<file path="src/rtl/txm_pkg.sv">
package txm_pkg;
  typedef enum logic [1:0] {
    CM_NORMAL = 2'b00,
    CM_TAOS   = 2'b01,
    CM_PDN    = 2'b10,
    CM_HIZ    = 2'b11
  } chan_mode_e;

  typedef enum logic [1:0] {
    RX_NORMAL = 2'b00,
    RX_SLICE  = 2'b01,
    RX_PDN    = 2'b10
  } rx_mode_e;
endpackage

</file>
<file path="src/rtl/clk_activity_mon.sv">
module clk_activity_mon #(
  parameter int RUN_WIN = 8
) (
  input  logic clk,
  input  logic rst_n,
  input  logic sig_in,
  output logic edge_seen,
  output logic lvl_prev,
  output logic running
);
  localparam int IW = $clog2(RUN_WIN + 1);

  logic s1, s2, s3;
  logic [IW-1:0] idle_cnt;

  always_ff @(posedge clk) begin
    if (!rst_n) begin
      s1 <= 1'b0;
      s2 <= 1'b0;
      s3 <= 1'b0;
    end else begin
      s1 <= sig_in;
      s2 <= s1;
      s3 <= s2;
    end
  end

  assign edge_seen = s2 ^ s3;
  assign lvl_prev  = s3;

  always_ff @(posedge clk) begin
    if (!rst_n)
      idle_cnt <= IW'(RUN_WIN);
    else if (edge_seen)
      idle_cnt <= '0;
    else if (idle_cnt < IW'(RUN_WIN))
      idle_cnt <= idle_cnt + 1'b1;
  end

  assign running = (idle_cnt < IW'(RUN_WIN));

  // an edge makes the clock count as running in the next cycle
  a_r2_edge_running: assert property (@(posedge clk) disable iff (!rst_n)
    edge_seen |=> running);
endmodule

</file>
<file path="src/rtl/ref_select.sv">
module ref_select (
  input  logic clk,
  input  logic rst_n,
  input  logic mclk_run,
  input  logic mclk_edge,
  input  logic mclk_lvl,
  input  logic fb_run,
  input  logic fb_edge,
  input  logic fb_lvl,
  output logic ref_tick,
  output logic use_mclk,
  output logic no_ref
);
  // a rising edge is an edge whose previous level was low
  always_comb begin
    use_mclk = mclk_run;
    no_ref   = !mclk_run && !fb_run;
    if (mclk_run)
      ref_tick = mclk_edge && !mclk_lvl;
    else if (fb_run)
      ref_tick = fb_edge && !fb_lvl;
    else
      ref_tick = 1'b0;
  end

  // without any running reference no tick is produced
  a_r7_no_tick: assert property (@(posedge clk) disable iff (!rst_n)
    no_ref |-> !ref_tick);
endmodule

</file>
<file path="src/rtl/chan_level_ctrl.sv">
module chan_level_ctrl
  import txm_pkg::*;
#(
  parameter int HI_TH = 16,
  parameter int LO_TH = 64
) (
  input  logic       clk,
  input  logic       rst_n,
  input  logic       tclk_edge,
  input  logic       tclk_lvl,
  input  logic       ref_tick,
  input  logic       no_ref,
  output chan_mode_e mode
);
  localparam int CW    = $clog2(LO_TH + 1);
  localparam int HI_SAT = HI_TH + 1;

  logic [CW-1:0] hi_cnt, lo_cnt;

  always_ff @(posedge clk) begin
    if (!rst_n) begin
      hi_cnt <= '0;
      lo_cnt <= '0;
    end else if (tclk_edge) begin
      hi_cnt <= '0;
      lo_cnt <= '0;
    end else if (ref_tick && !no_ref) begin
      if (tclk_lvl) begin
        lo_cnt <= '0;
        if (hi_cnt < CW'(HI_SAT)) hi_cnt <= hi_cnt + 1'b1;
      end else begin
        hi_cnt <= '0;
        if (lo_cnt < CW'(LO_TH)) lo_cnt <= lo_cnt + 1'b1;
      end
    end
  end

  always_comb begin
    if (no_ref)
      mode = CM_HIZ;
    else if (hi_cnt >= CW'(HI_SAT))
      mode = CM_TAOS;
    else if (lo_cnt >= CW'(LO_TH))
      mode = CM_PDN;
    else
      mode = CM_NORMAL;
  end

  // all-ones only while the clock sits high
  a_r3_taos_high: assert property (@(posedge clk) disable iff (!rst_n)
    (mode == CM_TAOS) |-> tclk_lvl);
  // power-down only while the clock sits low
  a_r4_pdn_low: assert property (@(posedge clk) disable iff (!rst_n)
    (mode == CM_PDN) |-> !tclk_lvl);
  // an edge clears both level counters
  a_r9_edge_clears: assert property (@(posedge clk) disable iff (!rst_n)
    tclk_edge |=> (hi_cnt == '0 && lo_cnt == '0));
  // the low counter never passes its limit
  a_r4_lo_bound: assert property (@(posedge clk) disable iff (!rst_n)
    lo_cnt <= CW'(LO_TH));
endmodule

</file>
<file path="src/rtl/txclk_mode_ctrl.sv">
module txclk_mode_ctrl
  import txm_pkg::*;
#(
  parameter int NCH     = 8,
  parameter int REF_CH  = 1,
  parameter int RUN_WIN = 8,
  parameter int HI_TH   = 16,
  parameter int LO_TH   = 64
) (
  input  logic             clk,
  input  logic             rst_n,
  input  logic             mclk_in,
  input  logic [NCH-1:0]   tclk_in,
  output logic [2*NCH-1:0] chan_state,
  output logic [NCH-1:0]   taos_src_mclk,
  output logic [1:0]       rx_state
);
  logic mclk_edge, mclk_lvl, mclk_run;
  logic [NCH-1:0] t_edge, t_lvl, t_run;
  logic ref_tick, use_mclk, no_ref;
  chan_mode_e ch_mode [NCH];

  clk_activity_mon #(.RUN_WIN(RUN_WIN)) u_mclk_mon (
    .clk(clk), .rst_n(rst_n), .sig_in(mclk_in),
    .edge_seen(mclk_edge), .lvl_prev(mclk_lvl), .running(mclk_run));

  ref_select u_ref (
    .clk(clk), .rst_n(rst_n),
    .mclk_run(mclk_run), .mclk_edge(mclk_edge), .mclk_lvl(mclk_lvl),
    .fb_run(t_run[REF_CH]), .fb_edge(t_edge[REF_CH]), .fb_lvl(t_lvl[REF_CH]),
    .ref_tick(ref_tick), .use_mclk(use_mclk), .no_ref(no_ref));

  for (genvar i = 0; i < NCH; i++) begin : g_ch
    clk_activity_mon #(.RUN_WIN(RUN_WIN)) u_mon (
      .clk(clk), .rst_n(rst_n), .sig_in(tclk_in[i]),
      .edge_seen(t_edge[i]), .lvl_prev(t_lvl[i]), .running(t_run[i]));

    chan_level_ctrl #(.HI_TH(HI_TH), .LO_TH(LO_TH)) u_ctl (
      .clk(clk), .rst_n(rst_n),
      .tclk_edge(t_edge[i]), .tclk_lvl(t_lvl[i]),
      .ref_tick(ref_tick), .no_ref(no_ref), .mode(ch_mode[i]));

    assign chan_state[2*i +: 2] = ch_mode[i];
    assign taos_src_mclk[i]     = use_mclk;
  end

  always_comb begin
    if (mclk_run)      rx_state = RX_NORMAL;
    else if (mclk_lvl) rx_state = RX_SLICE;
    else               rx_state = RX_PDN;
  end

  // no reference at all forces every channel to high-Z
  a_r7_hiz_all: assert property (@(posedge clk) disable iff (!rst_n)
    (!mclk_run && !t_run[REF_CH]) |-> (chan_state == {NCH{2'b11}}));
  // receive path normal exactly while the master clock runs
  a_r8_rx_run: assert property (@(posedge clk) disable iff (!rst_n)
    mclk_edge |=> (rx_state == 2'b00));
endmodule

</file>
<file path="config.mk">
export PLATFORM = sky130hd
export DESIGN_NAME = txclk_mode_ctrl
export DESIGN_NICKNAME = d
export VERILOG_FILES = /design/src/rtl/txm_pkg.sv /design/src/rtl/clk_activity_mon.sv /design/src/rtl/ref_select.sv /design/src/rtl/chan_level_ctrl.sv /design/src/rtl/txclk_mode_ctrl.sv
export SDC_FILE = /design/constraint.sdc
export NUM_CORES = 1
export LEC_CHECK = 0
export ABC_AREA = 0
export BUFFER_PORTS_ARGS = -buffer_cell sky130_fd_sc_hd__buf_2
export CAP_MARGIN = 10
export CORE_ASPECT_RATIO = 0.7
export CORE_MARGIN = 2
export CORE_UTILIZATION = 45
export CTS_BUF_LIST = sky130_fd_sc_hd__clkbuf_2 sky130_fd_sc_hd__clkbuf_4 sky130_fd_sc_hd__clkbuf_8
export DETAILED_ROUTE_END_ITERATION = 10
export GPL_TIMING_DRIVEN = 0
export PLACE_DENSITY_LB_ADDON = 0.1
export SLEW_MARGIN = 20
export SYNTH_ARGS = -nofsm -noshare
export SYNTH_HDL_FRONTEND = slang
export SYNTH_SLANG_ARGS = --single-unit
</file>
<file path="constraint.sdc">
create_clock -name clk -period 4.8 [get_ports clk]
set_input_delay 0.24 -clock clk [delete_from_list [all_inputs] [get_ports clk]]
set_output_delay 0.24 -clock clk [all_outputs]
set_load 0.005 [all_outputs]
</file>
==> summary.md, run 1 <==
| Metric | Value |
|---|---|
| Detailed Place HPWL | `13200 um` |
| Family with the most delay on the worst path | `buffers and inverters` |
| Skew final | `0.0140 ns` |
| Vias | `6411` |
| Fmax | `328 MHz` |
| Setup bufs post-CTS | `0` |
| Width of the chip | `153 um` |
| Clock transition at path regs | `0.09 ns` |
| Hold Path Class | `in2reg` |
| Non-Filler Cell Area, Final | `8010 um2` |
| Length in cells of the worst reg-to-reg path | `8` |
| CTS tree | `yes` |
| CTS root buf | `clkbuf_8` |
| Design Power | `2.64 mW` |
| Crit path required time | `5.16 ns` |
| Crit path from | `g_ch[1].u_mon.lvl_prev` |
| Maximum number of pins on one net before global-route repair | `17` |
| Critical R2R Capture | `g_ch[3].u_ctl.hi_cnt[4]` |
| Post-cts gate resize count | `0` |
| WL final | `19300 um` |
| First-pass GRT wire length | `31200 um` |
| Crit Path Class | `reg2reg` |
| CP Capture Point | `g_ch[3].u_ctl.hi_cnt[4]` |
| Final nets | `920` |
| Worst skew pair latency | `0.46 ns` |
| GRT Util Overall | `23.9%` |
| Slew @ Worst Pin | `0.965 ns` |
| Number of port buffers | `36` |
| Num CTS Buffers | `17` |
| # Max-Cap Violations | `0` |
| Yosys reg bits | `147` |
| Initial antenna violation count | `0` |
| Post-synthesis sequential area ratio | `42.0%` |
| RSZ-0062 raised after global routing | `false` |
| Die area | `16600 um2` |
| Instance count of the mapped netlist | `819` |
| WP depth | `8` |
| Synth Flop Type | `dfxtp_1` |
| Netlist Area Pre-Place | `7000 um2` |
| Post-synthesis mux area share | `0.286%` |
| Max-slew headroom | `35.7%` |
| CP max-delay cell | `clkbuf_1` |
| DP Area | `7430 um2` |
| Number of flops mapped to enable cells by yosys | `0` |
| Critical path endpoint category | `register` |
| Synth top cells by count | `dfxtp_1 (147), nand2_1 (66), nand3_1 (62)` |
| Drt pass-1 iters | `5` |
| XOR/XNOR share of the synthesized area | `2.38%` |
| Final setup TNS | `0 ns` |
| # rows | `38` |
| Antenna Cells | `0` |
| Synth Area in Compound Gates | `18.6%` |
| Via/cell ratio | `5.86` |
| Initial drt markers | `531` |
| Crit-path cells | `inv_1 -> ha_1 -> and3b_1 -> nor2_1 -> buf_2 -> clkbuf_1 -> nor2_1 -> o21a_1` |
| Post-Synth Adder-Cell Area | `5.00%` |
| Core Box Area | `15400 um2` |
| Simple-gate share of the synthesized area | `26.8%` |
| CP arrival | `3.42 ns` |
| Share of layout cells above drive strength 1 | `9.17%` |
| Final period utilization | `63.6%` |
| Yosys cell types | `50` |
| Clock Tree Buf Depth | `2` |
| Status | `complete, no violations` |
| Main combinational cell family by area after synthesis | `simple AND/OR/NAND/NOR gates` |
| Maximum VDD drop | `0.183 mV` |
| Area delta synth->final | `14.3%` |
| Routability cong. | `0.883` |
| Top Ports | `37` |
| Routed len/inst | `17.7 um` |
| Reg2reg start | `g_ch[1].u_mon.lvl_prev` |
| Top cell type's share of synthesized area | `42.0%` |
| Leading area contributor after synthesis | `dfxtp_1` |
| H-tree depth | `4` |
| Async S/R FF share, synth | `0%` |
| Final hold vios | `0` |
| Die outline height | `108 um` |
| FF-to-FF setup slack | `1.75 ns` |
| Leakage power | `2.94 nW` |
| Slew Limit Fails | `0` |
| Avg Synthesized Cell Area | `8.55 um2` |
| Most frequent cell after synthesis | `dfxtp_1` |
| Worst Path Max Fanout | `10` |
| Final setup viols | `0` |
| Vias in the first global route | `6020` |
| TritonCTS Sinks | `147` |
| Cts hold-fix bufs | `6` |
| CP Buf/Inv Count | `3` |
| Final Critical Period | `3.05 ns` |
| Power per cell area | `329 nW/um2` |
| Post-DRT Antenna Nets | `0` |
| Starting Density | `45.6%` |
| CP max stage delay | `0.66 ns` |
| Synth area leaders | `dfxtp_1 (42%), ha_1 (5.0%), nand3_1 (4.4%)` |
| Startpoint Class | `register` |
| Gr ovfl total | `0` |
| Syn Nets | `858` |
| Yosys warns | `0` |
| Worst path most repeated cell | `nor2_1` |
| Residual DRC | `0` |
[final cells by class]
class | instances | area, um2
Fill cell | 1452 | 7350
Multi-Input combinational cell | 591 | 3720
Sequential cell | 147 | 2940
Clock inverter | 13 | 255
Timing Repair Buffer | 43 | 250
Tap cell | 200 | 250
Clock buffer | 19 | 249
Buffer | 46 | 209
Inverter | 35 | 131
[layout by cell type (no fill, tap or decap), drive strengths merged, types with 4 or more instances in the layout]
cell type | Yosys | layout
nor2b | 7 | 7
dfxtp | 147 | 147
o41ai | 9 | 9
nand4 | 17 | 17
a31oi | 31 | 31
and2 | 48 | 48
nand4b | 4 | 4
inv | 35 | 36
o21a | 8 | 8
xnor2 | 14 | 14
and3 | 11 | 11
nor2 | 56 | 56
a211o | 11 | 11
or3 | 19 | 19
bufinv | 0 | 7
o2111ai | 8 | 8
ha | 28 | 28
nand3b | 5 | 5
o21ai | 36 | 36
or4 | 18 | 18
xor2 | 5 | 5
and3b | 8 | 8
or3b | 9 | 9
o31ai | 6 | 6
buf | 15 | 51
o211ai | 8 | 8
a32oi | 7 | 7
nand3 | 62 | 62
nand2 | 66 | 66
o22ai | 10 | 10
dlygate4sd3 | 0 | 7
clkbuf | 31 | 50
a2bb2oi | 6 | 6
and4b | 6 | 6
a21oi | 44 | 44
[flip-flops by register name (all words and copies together) (netlist names)]
| signal | count |
|---|---|
| g_ch.u_mon.s1 | 8 |
| u_mclk_mon.s1 | 1 |
| u_mclk_mon.s2 | 1 |
| u_mclk_mon.idle_cnt | 4 |
| g_ch.u_ctl.lo_cnt | 56 |
| g_ch.u_mon.lvl_prev | 8 |
| u_mclk_mon.lvl_prev | 1 |
| g_ch.u_mon.idle_cnt | 4 |
| g_ch.u_mon.s2 | 8 |
| g_ch.u_ctl.hi_cnt | 56 |
[routing by layer]
layer	part of all wire (%)	track usage, %	up-vias
li1	-	-	3115
met1	48	32.9	3019
met2	43	36.0	234
met3	6.1	5.09	43
met4	3.1	11.1	0
met5	0	0	-
[power breakdown]
part	switching, mW	internal (mW)	leakage, nW
logic	0.109	0.0579	1.51
registers	0.00832	1.23	1.19
clock network	0.492	0.736	0.243
[kinds of logic after synthesis]
family	after synthesis
fa+ha+maj	28
simple gates	344
compound gates	198
flops	147
mux	2
buf+inv	81
xor+xnor	19
[through the flow]
step | hold WS [ns] | worst slack [ns] | std cells | utilization (%)
detailed placement | 0.419 | 1.83 | 1055 | 48.4
CTS | 0.00587 | 1.79 | 1093 | 52.1
global placement | 0.412 | 1.83 | 1055 | 48.4
finish | 0.0277 | 1.75 | 1094 | 52.1
global route | 0.00420 | 1.59 | 1094 | 52.1
floorplan | 0.367 | 2.92 | 819 | -
[worst min-delay path by stage]
| stage | start | cells past startpoint | end |
|---|---|---|---|
| floorplan | tclk_in[0] | 1 | g_ch[0].u_mon.s1 |
| global placement | g_ch[7].u_mon.s1 | 1 | g_ch[7].u_mon.s2 |
| detailed placement | g_ch[3].u_mon.s1 | 1 | g_ch[3].u_mon.s2 |
| CTS | tclk_in[0] | 2 | g_ch[0].u_mon.s1 |
| global route | tclk_in[6] | 2 | g_ch[6].u_mon.s1 |
| finish | tclk_in[6] | 2 | g_ch[6].u_mon.s1 |
(Power assumes the default switching activity.)
==> inputs of run 2 (changes only) <==
==> constraint.sdc (replaced) <==
create_clock -name clk -period 2.7 [get_ports clk]
set_input_delay 0.135 -clock clk [delete_from_list [all_inputs] [get_ports clk]]
set_output_delay 0.135 -clock clk [all_outputs]
set_load 0.005 [all_outputs]
==> summary.md, run 2 (same netlist as run 1, synthesis figures left out) <==
| Metric | Value |
|---|---|
| Vias | `6429 (+0.28%)` |
| Slew @ Worst Pin | `0.738 ns (-0.227 ns)` |
| Post-DRT Antenna Nets | `0 (unchanged)` |
| # rows | `38 (unchanged)` |
| Initial antenna violation count | `0 (unchanged)` |
| Leakage power | `2.99 nW (+1.7%)` |
| First-pass GRT wire length | `31200 um (+0.13%)` |
| Family with the most delay on the worst path | `buffers and inverters` |
| Most common cell after layout, fill and taps aside | `dfxtp_1` |
| Fmax | `388 MHz (+18%)` |
| Setup bufs post-CTS | `0 (unchanged)` |
| GR Util met2 | `35.8% (-0.13 points)` |
| Final Critical Period | `2.58 ns (-0.474 ns)` |
| Crit path from | `g_ch[1].u_mon.lvl_prev` |
| Global route hottest layer | `met2` |
| Initial drt markers | `509 (-4.1%)` |
| Final hold vios | `0 (unchanged)` |
| Critical path endpoint category | `register` |
| # Max-Cap Violations | `0 (unchanged)` |
| Crit Path Class | `reg2reg` |
| Maximum number of pins on one net before global-route repair | `17 (unchanged)` |
| Share of layout cells above drive strength 1 | `10.6% (+1.4 points)` |
| Status | `complete, no violations` |
| Area delta synth->final | `15.0%` |
| Most frequent cells in the layout | `dfxtp_1 (147), nand2_1 (66), nand3_1 (62)` |
| Routability cong. | `0.883 (unchanged)` |
| Crit-path cells | `inv_1 -> ha_1 -> and3b_1 -> buf_1 -> clkbuf_2 -> o22ai_1 -> a32oi_1 -> nor2_1` |
| Placed insts | `1055 (unchanged)` |
| Max-slew headroom | `50.8% (+15 points)` |
| Number of port buffers | `36 (unchanged)` |
| Final period utilization | `95.5% (+32 points)` |
| CP max stage delay | `0.55 ns (-0.11 ns)` |
| WL final | `19400 um (+0.22%)` |
| CP Capture Point | `g_ch[1].u_ctl.lo_cnt[1]` |
| CTS root buf | `clkbuf_8` |
| Largest registers | `g_ch.u_ctl.hi_cnt x56, g_ch.u_ctl.lo_cnt x56` |
| Hold Path Stages | `4 (+2)` |
| TritonCTS Sinks | `147 (unchanged)` |
| Residual DRC | `0 (unchanged)` |
| Power per cell area | `581 nW/um2 (+77%)` |
| H-tree depth | `4 (unchanged)` |
| CP Buf/Inv Count | `3 (unchanged)` |
| Vias in the first global route | `6044 (+0.40%)` |
| Worst skew pair latency | `0.46 ns (about the same)` |
| Routed len/inst | `17.7 um (about the same)` |
| Drt pass-1 iters | `5 (unchanged)` |
| Reg2reg start | `g_ch[1].u_mon.lvl_prev` |
| Clock transition at path regs | `0.09 ns (about the same)` |
| GR Layer Usage met1 | `33.0% (+0.075 points)` |
| FILL cells | `1446 (-0.41%)` |
| Die area | `16600 um2 (unchanged)` |
| Width of the chip | `153 um (unchanged)` |
| Maximum VDD drop | `0.325 mV (+78%)` |
| CP max-delay cell | `buf_1` |
| Gr ovfl total | `0 (unchanged)` |
| Starting Density | `45.6% (unchanged)` |
| Critical R2R Capture | `g_ch[1].u_ctl.lo_cnt[1]` |
| FF-to-FF setup slack | `0.12 ns (-1.63 ns)` |
| CTS tree | `yes` |
| CP arrival | `2.91 ns (-0.51 ns)` |
| Final nets | `922 (+0.22%)` |
| Via/cell ratio | `5.87 (about the same)` |
| Skew final | `0.0133 ns (-0.000764 ns)` |
| Final hold slack | `0.155 ns (+0.128 ns)` |
| RSZ-0062 raised after global routing | `false` |
| GRT met3 Usage | `5.05% (-0.040 points)` |
| WP depth | `8 (unchanged)` |
| Crit path required time | `3.03 ns (-2.13 ns)` |
| Hold Path Class | `in2reg` |
| Length in cells of the worst reg-to-reg path | `8 (unchanged)` |
| Antenna Cells | `0 (unchanged)` |
| Final setup viols | `0 (unchanged)` |
| Worst Path Max Fanout | `10 (unchanged)` |
| Num CTS Buffers | `17 (unchanged)` |
| GRT Util Overall | `23.9% (about the same)` |
| Fin cells | `1096 (+0.18%)` |
| Detailed Place HPWL | `13200 um (unchanged)` |
| Top Ports | `37 (unchanged)` |
| Clock Tree Buf Depth | `2 (unchanged)` |
| Slew Limit Fails | `0 (unchanged)` |
| Core Box Area | `15400 um2 (unchanged)` |
| Startpoint Class | `register` |
| Die outline height | `108 um (unchanged)` |
## run 2: cell count changes in the layout (fill, tap and decap cells not counted)
cell	previous run	this run
buf_2	41	39
buf_4	8	9
clkbuf_1	31	19
clkbuf_2	0	12
clkbuf_4	2	3
dlygate4sd3_1	7	9
nor2_1	56	55
nor2_4	0	1
## run 2: worst min-delay path by stage
stage / from / to / slack [ns]
finish: rst_n / g_ch[6].u_ctl.hi_cnt[4] / 0.16
global route: rst_n / g_ch[6].u_ctl.hi_cnt[4] / 0.17
CTS: rst_n / g_ch[6].u_ctl.hi_cnt[4] / 0.12
detailed placement: tclk_in[7] / g_ch[7].u_mon.s1 / 0.35
global placement: tclk_in[5] / g_ch[5].u_mon.s1 / 0.34
floorplan: tclk_in[0] / g_ch[0].u_mon.s1 / 0.26
## run 2: worst reg2reg max path: cells and delay by family, from the launching register on
family	cells	cell delay [ns]
buffers and inverters	3	1.16
AND/OR/NAND/NOR	2	0.38
adder cells (fa/ha/maj)	1	0.19
AO/OA/AOI/OAI	2	0.35
flip-flops	1	0.38
## run 2: stage by stage
stage	setup slack, ns	cell area, um2	util [%]	total power [mW]	setup TNS [ns]
after floorplan	0.819	7000	-	2.41	0
after CTS	0.0147	8050	52.4	4.72	0
after detailed placement	-0.267	7430	48.4	2.54	-9.13
after global placement	-0.265	7430	48.4	2.54	-9.12
final	0.122	8060	52.5	4.68	0
after global routing	0.0121	8060	52.5	4.85	0
## run 2: final cells by class
cell class              instances  area (um2)  share of cell area [%]
repair buffers                 45         270                    3.36
inverters                      35         131                    1.63
clock inverters                13         255                    3.17
plain buffers                  46         229                    2.84
well taps                     200         250                    3.11
multi-input cells             591        3730                    46.3
flip-flops and latches        147        2940                    36.5
clock buffers                  19         249                    3.09
## run 2: layer usage
layer / share of wire (%) / up-vias
met5: 0 / -
met4: 3.2 / 0
met2: 43 / 245
met1: 48 / 3024
met3: 6.1 / 43
li1: - / 3117
## run 2: power breakdown
part           leakage [nW]  switching, mW  internal, mW
clock                 0.243          0.869          1.31
sequential             1.19         0.0150          2.19
combinational          1.56          0.195         0.106
total                  2.99           1.08          3.61
## run 2: repair_timing
action / 4_1_cts / 5_1_grt
endpoints found under the setup margin: 57 / 37
pin swaps: 0 / 0
resized for setup: 10 / 11
hold buffers: 9 / 0
endpoints found under the hold margin: 9 / 0
